[src/rtl/usb_ep0_pkg.sv]
package usb_ep0_pkg;
   typedef enum logic [1:0] {
      PH_IDLE = 2'd0,
      PH_RX   = 2'd1,
      PH_TX   = 2'd2
   } ep0_phase_e;

   // status word bit positions
   localparam int BIT_RXRDY = 0;
   localparam int BIT_TXRDY = 1;
   localparam int BIT_STALL = 2;
   localparam int BIT_DEND  = 3;
   localparam int BIT_EEND  = 4;
   localparam int BIT_SERV  = 6;
   localparam int MIN_W     = 8;

   // pending-cause vector index (index + 1 = cause code)
   localparam int CI_STALL = 0;
   localparam int CI_EEND  = 1;
   localparam int CI_RX    = 2;
   localparam int CI_TXD   = 3;
   localparam int NCAUSE   = 4;
   localparam int CODE_W   = $clog2(NCAUSE + 1);

   localparam logic [1:0] CLS_NONE = 2'd0;
   localparam logic [1:0] CLS_OUT  = 2'd1;
   localparam logic [1:0] CLS_IN   = 2'd2;
endpackage

[src/rtl/ep0_flag_bit.sv]
module ep0_flag_bit #(
   parameter bit HW_LEVEL = 1'b1
) (
   input  logic clk,
   input  logic rst_n,
   input  logic hw_ev,
   input  logic sw_ev,
   output logic q
);
   // hardware event wins over a software action in the same cycle
   always_ff @(posedge clk or negedge rst_n) begin
      if (!rst_n)      q <= 1'b0;
      else if (hw_ev)  q <= HW_LEVEL;
      else if (sw_ev)  q <= ~HW_LEVEL;
   end
endmodule

[src/rtl/ep0_cause_arb.sv]
module ep0_cause_arb #(
   parameter int NCAUSE = 4,
   parameter int CODE_W = 3
) (
   input  logic [NCAUSE-1:0] pend,
   input  logic [NCAUSE-1:0] mask,
   output logic [CODE_W-1:0] code
);
   initial begin
      if ((1 << CODE_W) <= NCAUSE) $error("cause code too narrow");
   end

   // lowest index pending and unmasked wins
   always_comb begin
      code = '0;
      for (int i = NCAUSE - 1; i >= 0; i--) begin
         if (pend[i] && !mask[i]) code = CODE_W'(i + 1);
      end
   end
endmodule

[src/rtl/ep0_phase_fsm.sv]
module ep0_phase_fsm
   import usb_ep0_pkg::*;
(
   input  logic       clk,
   input  logic       rst_n,
   input  logic       abort,
   input  logic       wr_dend,
   input  logic       wr_serv,
   input  logic       rx_rdy,
   input  logic [1:0] setup_class,
   output ep0_phase_e phase,
   output logic       dend
);
   ep0_phase_e nxt;

   always_comb begin
      nxt = phase;
      if (abort) begin
         nxt = PH_IDLE;
      end else begin
         unique case (phase)
            PH_IDLE: if (wr_serv && rx_rdy) begin
               unique case (setup_class)
                  CLS_OUT: nxt = PH_RX;
                  CLS_IN:  nxt = PH_TX;
                  default: nxt = PH_IDLE;
               endcase
            end
            PH_RX:   if (wr_dend) nxt = PH_IDLE;
            PH_TX:   if (wr_dend) nxt = PH_IDLE;
            default: nxt = PH_IDLE;
         endcase
      end
   end

   always_ff @(posedge clk or negedge rst_n) begin
      if (!rst_n) begin
         phase <= PH_IDLE;
         dend  <= 1'b0;
      end else begin
         phase <= nxt;
         if (wr_dend)               dend <= 1'b1;
         else if (phase == PH_IDLE) dend <= 1'b0;
      end
   end
endmodule

[src/rtl/usb_ep0_ctrl.sv]
module usb_ep0_ctrl
   import usb_ep0_pkg::*;
#(
   parameter int DATA_W  = 8,
   parameter bit IRQ_REG = 1'b0
) (
   input  logic              clk,
   input  logic              rst_n,
   input  logic              ev_rx_pkt_i,
   input  logic              ev_tx_ack_i,
   input  logic              ev_stall_i,
   input  logic              ev_early_end_i,
   input  logic [1:0]        setup_class_i,
   input  logic              wr_en_i,
   input  logic [DATA_W-1:0] wr_data_i,
   input  logic [3:0]        irq_mask_i,
   output logic [DATA_W-1:0] csr_o,
   output logic [1:0]        phase_o,
   output logic [2:0]        cause_o,
   output logic              irq_o
);
   generate
      if (DATA_W < MIN_W) begin : g_bad_width
         initial $error("DATA_W must hold the status bits");
      end
      if (NCAUSE != 4 || CODE_W != 3) begin : g_bad_cause
         initial $error("cause layout does not match ports");
      end
   endgenerate

   logic w_serv, w_txrdy, w_stall, w_dend, w_eend;
   assign w_serv  = wr_en_i & wr_data_i[BIT_SERV];
   assign w_txrdy = wr_en_i & wr_data_i[BIT_TXRDY];
   assign w_stall = wr_en_i & wr_data_i[BIT_STALL];
   assign w_dend  = wr_en_i & wr_data_i[BIT_DEND];
   assign w_eend  = wr_en_i & wr_data_i[BIT_EEND];

   logic [NCAUSE-1:0] set_ev, clr_ev, pend;
   always_comb begin
      set_ev           = '0;
      clr_ev           = '0;
      set_ev[CI_STALL] = ev_stall_i;
      clr_ev[CI_STALL] = w_stall;
      set_ev[CI_EEND]  = ev_early_end_i;
      clr_ev[CI_EEND]  = w_eend;
      set_ev[CI_RX]    = ev_rx_pkt_i;
      clr_ev[CI_RX]    = w_serv;
      set_ev[CI_TXD]   = ev_tx_ack_i;
      clr_ev[CI_TXD]   = w_txrdy | w_dend;
   end

   genvar gi;
   generate
      for (gi = 0; gi < NCAUSE; gi++) begin : g_flag
         ep0_flag_bit #(.HW_LEVEL(1'b1)) u_flag (
            .clk   (clk),
            .rst_n (rst_n),
            .hw_ev (set_ev[gi]),
            .sw_ev (clr_ev[gi]),
            .q     (pend[gi])
         );
      end
   endgenerate

   logic tx_rdy;
   ep0_flag_bit #(.HW_LEVEL(1'b0)) u_txrdy (
      .clk   (clk),
      .rst_n (rst_n),
      .hw_ev (ev_tx_ack_i),
      .sw_ev (w_txrdy),
      .q     (tx_rdy)
   );

   ep0_phase_e phase;
   logic       dend;
   ep0_phase_fsm u_fsm (
      .clk         (clk),
      .rst_n       (rst_n),
      .abort       (pend[CI_STALL] | pend[CI_EEND]),
      .wr_dend     (w_dend),
      .wr_serv     (w_serv),
      .rx_rdy      (pend[CI_RX]),
      .setup_class (setup_class_i),
      .phase       (phase),
      .dend        (dend)
   );

   logic [CODE_W-1:0] code;
   ep0_cause_arb #(.NCAUSE(NCAUSE), .CODE_W(CODE_W)) u_arb (
      .pend (pend),
      .mask (irq_mask_i),
      .code (code)
   );

   always_comb begin
      csr_o            = '0;
      csr_o[BIT_RXRDY] = pend[CI_RX];
      csr_o[BIT_TXRDY] = tx_rdy;
      csr_o[BIT_STALL] = pend[CI_STALL];
      csr_o[BIT_DEND]  = dend;
      csr_o[BIT_EEND]  = pend[CI_EEND];
   end

   assign phase_o = phase;
   assign cause_o = code;

   generate
      if (IRQ_REG) begin : g_irq_reg
         always_ff @(posedge clk or negedge rst_n) begin
            if (!rst_n) irq_o <= 1'b0;
            else        irq_o <= |code;
         end
      end else begin : g_irq_comb
         assign irq_o = |code;
      end
   endgenerate
endmodule

[config.mk]
export PLATFORM = sky130hd
export DESIGN_NAME = usb_ep0_ctrl
export DESIGN_NICKNAME = d
export VERILOG_FILES = /design/src/rtl/usb_ep0_pkg.sv /design/src/rtl/ep0_flag_bit.sv /design/src/rtl/ep0_cause_arb.sv /design/src/rtl/ep0_phase_fsm.sv /design/src/rtl/usb_ep0_ctrl.sv
export SDC_FILE = /design/constraint.sdc
export NUM_CORES = 1
export LEC_CHECK = 0
export ABC_AREA = 1
export BUFFER_PORTS_ARGS = -buffer_cell sky130_fd_sc_hd__clkbuf_2
export CAP_MARGIN = 20
export CORE_UTILIZATION = 36
export CTS_BUF_LIST = sky130_fd_sc_hd__clkbuf_16
export DETAILED_ROUTE_END_ITERATION = 12
export PLACE_DENSITY = 0.69
export SYNTH_ARGS = -nofsm -noshare
export SYNTH_HDL_FRONTEND = slang
export SYNTH_HIERARCHICAL = 1
export SYNTH_SLANG_ARGS = --single-unit
[constraint.sdc]
create_clock -name clk -period 1 [get_ports clk]
set_clock_uncertainty 0.05 [all_clocks]
set_input_delay 0.1 -clock clk [delete_from_list [all_inputs] [get_ports clk]]
set_output_delay 0.1 -clock clk [all_outputs]
set_load 0.02 [all_outputs]
==> run summary, run 1 <==
===========================================================================
Global-route track usage on met3 .............................      0.07826
DRT Pass-1 Iters .............................................            4
WL per Instance ..............................................     10.36 um
Starting Density .............................................       0.4063
Max-cap check violation count ................................            0
Highest attainable clock frequency ...........................   0.7516 GHz
Standby leakage power ........................................    0.5869 nW
Count of final max-slew check failures .......................            0
Maximum number of pins on one net before global-route repair .            9
Via count of the first global-routing pass ...................          620
Maximum fanout count along the critical path .................            3
Final RePlAce weighted congestion ............................       0.7800
Aggregate global routing overflow ............................            0
Worst setup EP type .......................................... primary output
Syn Area/Cell ................................................   6.312 um^2
Most used routing layer in global routing ....................         met2
Tot Pwr ......................................................     1.349 mW
Status ....................................................... complete, but fails checks
Area growth from synthesis to final layout ...................       75.06%
Number of hold violations in the final report ................            0
Seq/Total Area, Yosys ........................................       0.3563
Startpoint type of the worst setup path ......................     register
Remaining routing DRC violations .............................            0
Via-to-Cell Ratio ............................................        4.400
Antenna-violating nets left ..................................            0
Area taken by multi-input logic gates ........................   275.3 um^2
Overall die height ...........................................     41.51 um
Hold/Removal Path Class ......................................    in -> reg
Unrepaired setup endpoints after global routing ..............         true
CTS tree .....................................................        built
Violations in the final reports .............................. negative setup slack
Setup Viol. Count Final ......................................           10
Total core area ..............................................    1383 um^2
Number of nets at the end of the flow ........................          148
Synthesized area .............................................   561.8 um^2
Routed via count .............................................          616
Area share of the largest cell type after synthesis ..........       0.3563
Overall die area .............................................    1723 um^2
Post-route design area .......................................   983.4 um^2
Flip-flop and latch area .....................................   202.7 um^2
Endpoint arrival time on the critical path ...................      1180 ps
Initial antenna violation count ..............................            0
Fraction of layout cells with a size suffix above 1 ..........       0.4880
Clock buffer depth ...........................................            2
Violation count after the first detailed-routing iteration ...           11
Rows .........................................................           13
Pwr per Cell Area ............................................ 1372 nW/um^2
Seq cells post-synth .........................................            8
Type of the setup path with the least slack ..................   reg -> out
Number of CTS-inserted buffers ...............................            3
N_diodes .....................................................            0
Total of fill cells in the finished design ...................          110
H-tree depth .................................................            1
Post-synthesis cell count ....................................           89
Maximum vdd ir drop ..........................................     1.196 mV
Final critical-path share of the clock period ................        1.330
Worst skew pair latency ......................................       230 ps
Buffer type at the clock tree root ........................... sky130_fd_sc_hd__clkbuf_16
Final WS setup ...............................................    -330.5 ps
Global routing usage on met2 .................................       0.3219
Die X-Extent .................................................     41.51 um
Detailed-route wire length ...................................      1450 um
Synthesis warning total ......................................            6
Placed Instance Area .........................................   739.5 um^2
Overall global routing resource usage ........................       0.1750
Number of port buffers .......................................           28
Cell taking the most area after synthesis .................... sky130_fd_sc_hd__dfrtp_1
Final Critical Period ........................................      1330 ps
Worst Path Required ..........................................       850 ps
Count of cell types in the netlist ...........................           13
Met1 track demand over resource in global routing ............       0.1848
CTS Sinks ....................................................            8
Detailed-placement wirelength estimate .......................      1006 um
Most used cells in the layout excluding fill and tap cells ... sky130_fd_sc_hd__nand2_1, sky130_fd_sc_hd__inv_1, sky130_fd_sc_hd__clkbuf_2
First-pass GRT wire length ...................................      2352 um
CTS clock-pin slew for the worst setup and hold paths ........        40 ps
Leading cell types by total area after synthesis ............. sky130_fd_sc_hd__dfrtp_1, sky130_fd_sc_hd__nand2_1, sky130_fd_sc_hd__inv_1
# IOs ........................................................           35
Post-Route Setup TNS .........................................     -1971 ps
===========================================================================
-- where the power goes --
part / switching (mW) / internal (mW)
Sequential: 0.0145 / 0.342
Clock: 0.158 / 0.521
Combinational: 0.162 / 0.151
Total: 0.335 / 1.01
-- registers in the layout, summed over array words and instances (netlist names) --
signal           flops
g_flag.u_flag/q      4
u_fsm/phase          2
u_fsm/dend           1
u_txrdy/q            1
-- Yosys cell counts --
cell / instances
sky130_fd_sc_hd__ha_1: 1
sky130_fd_sc_hd__nor2_1: 7
sky130_fd_sc_hd__buf_4: 8
sky130_fd_sc_hd__conb_1: 1
sky130_fd_sc_hd__nand2_2: 3
sky130_fd_sc_hd__a21oi_1: 1
sky130_fd_sc_hd__or2_1: 1
sky130_fd_sc_hd__dfrtp_1: 8
sky130_fd_sc_hd__o21ai_0: 1
sky130_fd_sc_hd__inv_1: 24
sky130_fd_sc_hd__nand3_1: 5
sky130_fd_sc_hd__nand2_1: 27
sky130_fd_sc_hd__inv_2: 2
-- per-stage QoR --
step	util	cells	setup slack (ps)	hold slack, ps
finish	0.7113	140	-330.5	10.90
floorplan	-	91	-95.64	-245.6
CTS	0.6860	139	-317.8	12.03
global route	0.7113	140	-402.2	26.59
global placement	0.5348	130	-122.3	-92.57
detailed placement	0.5348	130	-155.6	-88.41
-- logic make-up after synthesis --
family	count (synthesis)	share of synthesized area
compound gates	2	0.01780
buf+inv	34	0.2806
flops	8	0.3563
simple gates	43	0.3163
fa+ha+maj	1	0.02227
other cells	1	0.006675
-- final timing paths --
path	startpoint	to	slack, ps	cells after the start
worst max-delay path	g_flag[0].u_flag/q	irq_o	-330	6
worst min-delay path	ev_early_end_i	g_flag[1].u_flag/q	10	3
worst max register to register	g_flag[1].u_flag/q	u_fsm/phase[0]	-310	7
worst min register to register	u_txrdy/q	u_txrdy/q	450	2
max in group asynchronous	rst_n	u_fsm/phase[0]	480	2
min in group asynchronous	rst_n	g_flag[3].u_flag/q	210	2
-- worst max-delay path, cell delays in order (launching register included) --
cell                      delay [ps]
sky130_fd_sc_hd__dfrtp_1         410
sky130_fd_sc_hd__nand2_2         110
sky130_fd_sc_hd__nand2_1          90
sky130_fd_sc_hd__nor2_4          120
sky130_fd_sc_hd__inv_1            50
sky130_fd_sc_hd__nand2_2          70
sky130_fd_sc_hd__buf_8           110
-- what timing repair did --
action	in CTS	in global routing
setup buffers	3	2
endpoints found under the hold margin	9	0
hold buffers	2	0
pin swaps	9	6
cloned	0	0
gates resized for setup	19	13
endpoints found under the setup margin	10	10
-- routing by layer --
metal	part of all wire	up-vias	wire, um
met5	0	-	0
met4	0.021	0	30
met3	0.065	4	94
met2	0.53	28	774
met1	0.38	273	551
li1	-	311	-
-- layout make-up --
class | instances | share of cell area
Multi-Input combinational cell | 49 | 0.2799
Clock inverter | 1 | 0.003817
Sequential cell | 8 | 0.2061
Timing Repair Buffer | 38 | 0.3155
Tap cell | 15 | 0.01908
Inverter | 26 | 0.09924
Clock buffer | 3 | 0.07634
No activity file was read; power rests on OpenSTA's default activity.
==> inputs of run 2 (changes only) <==
--- a/config.mk
+++ b/config.mk
@@ -12,6 +12,7 @@
 export CTS_BUF_LIST = sky130_fd_sc_hd__clkbuf_16
 export DETAILED_ROUTE_END_ITERATION = 12
 export PLACE_DENSITY = 0.69
+export REMOVE_ABC_BUFFERS = 1
 export SYNTH_ARGS = -nofsm -noshare
 export SYNTH_HDL_FRONTEND = slang
 export SYNTH_HIERARCHICAL = 1
==> run summary, run 2 (same netlist as run 1, synthesis figures left out) <==
===========================================================================
Count of final max-slew check failures .......................            0
Cells along the critical path ................................ nand2_2 > inv_2 > a21oi_2 > nor2_2 > nand2_1 > clkbuf_8
Detailed-placement wirelength estimate .......................     945.5 um
Initial antenna violation count ..............................            0
Number of CTS-inserted buffers ...............................            3
Crit path max-delay cell type ................................ sky130_fd_sc_hd__dfrtp_1
Via-to-Cell Ratio ............................................        4.343
Worst skew pair latency ......................................       230 ps
Remaining routing DRC violations .............................            0
Flip-flop count of the largest register after layout .........            4
Fraction of layout cells with a size suffix above 1 ..........       0.4766
Routed via count .............................................          621
First-pass GRT wire length ...................................      2490 um
CTS clock-pin slew for the worst setup and hold paths ........        40 ps
Starting Density .............................................       0.4063
Filler-free cell count of the finished design ................          143
Registers with the most flip-flops ........................... g_flag.u_flag/q: 4 flops, u_fsm/phase: 2 flops
Overall die height ...........................................     41.51 um
Buffer type at the clock tree root ........................... sky130_fd_sc_hd__clkbuf_16
Area growth from synthesis to final layout ...................       80.62%
Post-placement cell count ....................................          132
Final core occ ...............................................       0.7339
Worst Path Buf+Inv ...........................................            2
Highest attainable clock frequency ...........................   0.7611 GHz
Pwr per Cell Area ............................................ 1337 nW/um^2
Reg with most FFs ............................................ g_flag.u_flag/q
Post-route design area .......................................    1015 um^2
Startpoint type of the worst setup path ......................     register
Final critical-path share of the clock period ................        1.314
Number of hold violations in the final report ................            0
Worst setup EP type .......................................... primary output
Violation count after the first detailed-routing iteration ...            7
Unrepaired setup endpoints after global routing ..............         true
Worst Path Required ..........................................       850 ps
Setup slack of the most critical reg-to-reg path .............      -290 ps
Status ....................................................... complete, but fails checks
Most used cells in the layout excluding fill and tap cells ... sky130_fd_sc_hd__nand2_1, sky130_fd_sc_hd__inv_1, sky130_fd_sc_hd__clkbuf_2
Setup Viol. Count Final ......................................           12
Rows .........................................................           13
Post-Route Setup TNS .........................................     -2147 ps
Type of the setup path with the least slack ..................   reg -> out
Final RePlAce weighted congestion ............................       0.7526
Final WS setup ...............................................    -313.8 ps
Worst stage delay on the critical path .......................       390 ps
Antenna-violating nets left ..................................            0
CTS tree .....................................................        built
Violations in the final reports .............................. negative setup slack
Detailed-route wire length ...................................      1473 um
Aggregate global routing overflow ............................            0
Critical path's top delay family .............................   flip-flops
Total core area ..............................................    1383 um^2
Maximum vdd ir drop ..........................................     1.217 mV
Hold/Removal Path Class ......................................    in -> reg
Maximum fanout count along the critical path .................            3
Max-cap check violation count ................................            0
Number of nets at the end of the flow ........................          152
N_diodes .....................................................            0
Via count of the first global-routing pass ...................          636
# IOs ........................................................           35
H-tree depth .................................................            1
Die X-Extent .................................................     41.51 um
Final Critical Period ........................................      1314 ps
DRT Pass-1 Iters .............................................            3
Overall global routing resource usage ........................       0.1828
Number of port buffers .......................................           28
Maximum number of pins on one net before global-route repair .            9
Placed Instance Area .........................................   713.2 um^2
Clock buffer depth ...........................................            2
Endpoint arrival time on the critical path ...................      1160 ps
WL per Instance ..............................................     10.30 um
CTS Sinks ....................................................            8
Standby leakage power ........................................    0.6045 nW
Overall die area .............................................    1723 um^2
===========================================================================
run 2: cell count changes in the layout (fill, tap and decap cells not counted), sizes merged:
cell,before,now
clkbuf,24,23
inv,27,26
buf,15,20
run 2: metrics by stage:
step / power [mW] / worst slack, ps / hold WS, ps
floorplan: 0.4760 / -402.4 / -245.6
global placement: 0.5696 / -142.1 / -91.77
detailed placement: 0.5752 / -177.1 / -89.21
CTS: 1.315 / -291.6 / 3.539
global route: 1.409 / -385.6 / 27.66
finish: 1.356 / -313.8 / 1.911
run 2: path summary, 6_finish.rpt:
check | start | cells past startpoint | to
setup / recovery | g_flag[0].u_flag/q | 6 | irq_o
hold / removal | ev_early_end_i | 3 | g_flag[1].u_flag/q
setup reg to reg | g_flag[0].u_flag/q | 7 | u_fsm/phase[1]
hold reg to reg | u_txrdy/q | 2 | u_txrdy/q
max in group asynchronous | rst_n | 2 | g_flag[0].u_flag/q
min in group asynchronous | rst_n | 2 | g_flag[3].u_flag/q
run 2: repair_timing:
action | 4_1_cts | 5_1_grt
endpoints found under the setup margin | 11 | 12
pin swaps | 11 | 4
hold endpoints to repair | 9 | 0
hold buffers | 2 | 0
gates resized for setup | 24 | 20
buffers inserted | 2 | 5
run 2: layout make-up:
cell class,count,area (um^2)
inverter,26,97.59
fill,102,367.9
tap,15,18.77
multi-input combinational,49,272.8
sequential,8,200.2
clock buffer,3,75.07
timing repair buffer,42,350.3
run 2: report_power, final:
group | total [mW] | internal, mW | switching (mW)
logic | 0.323 | 0.162 | 0.161
registers | 0.355 | 0.342 | 0.0128
clock network | 0.678 | 0.516 | 0.162
total | 1.36 | 1.02 | 0.336
run 2: metal layers:
layer | up-vias | part of all wire | wire length (um) | global-route usage
met1 | 274 | 0.39 | 579 | 0.1865
li1 | 318 | - | - | -
met5 | - | 0 | 0 | 0
met3 | 2 | 0.060 | 88 | 0.05652
met4 | 0 | 0.0027 | 4 | 0.05806
met2 | 27 | 0.54 | 800 | 0.3469
run 2: worst register-to-register path, cell delays in order (launching register included):
cell	delay, ps
sky130_fd_sc_hd__dfrtp_1	390
sky130_fd_sc_hd__buf_6	120
sky130_fd_sc_hd__or2_1	230
sky130_fd_sc_hd__inv_2	110
sky130_fd_sc_hd__nand2_2	80
sky130_fd_sc_hd__nor2_2	100
sky130_fd_sc_hd__nand3_1	90
sky130_fd_sc_hd__nand2_1	60
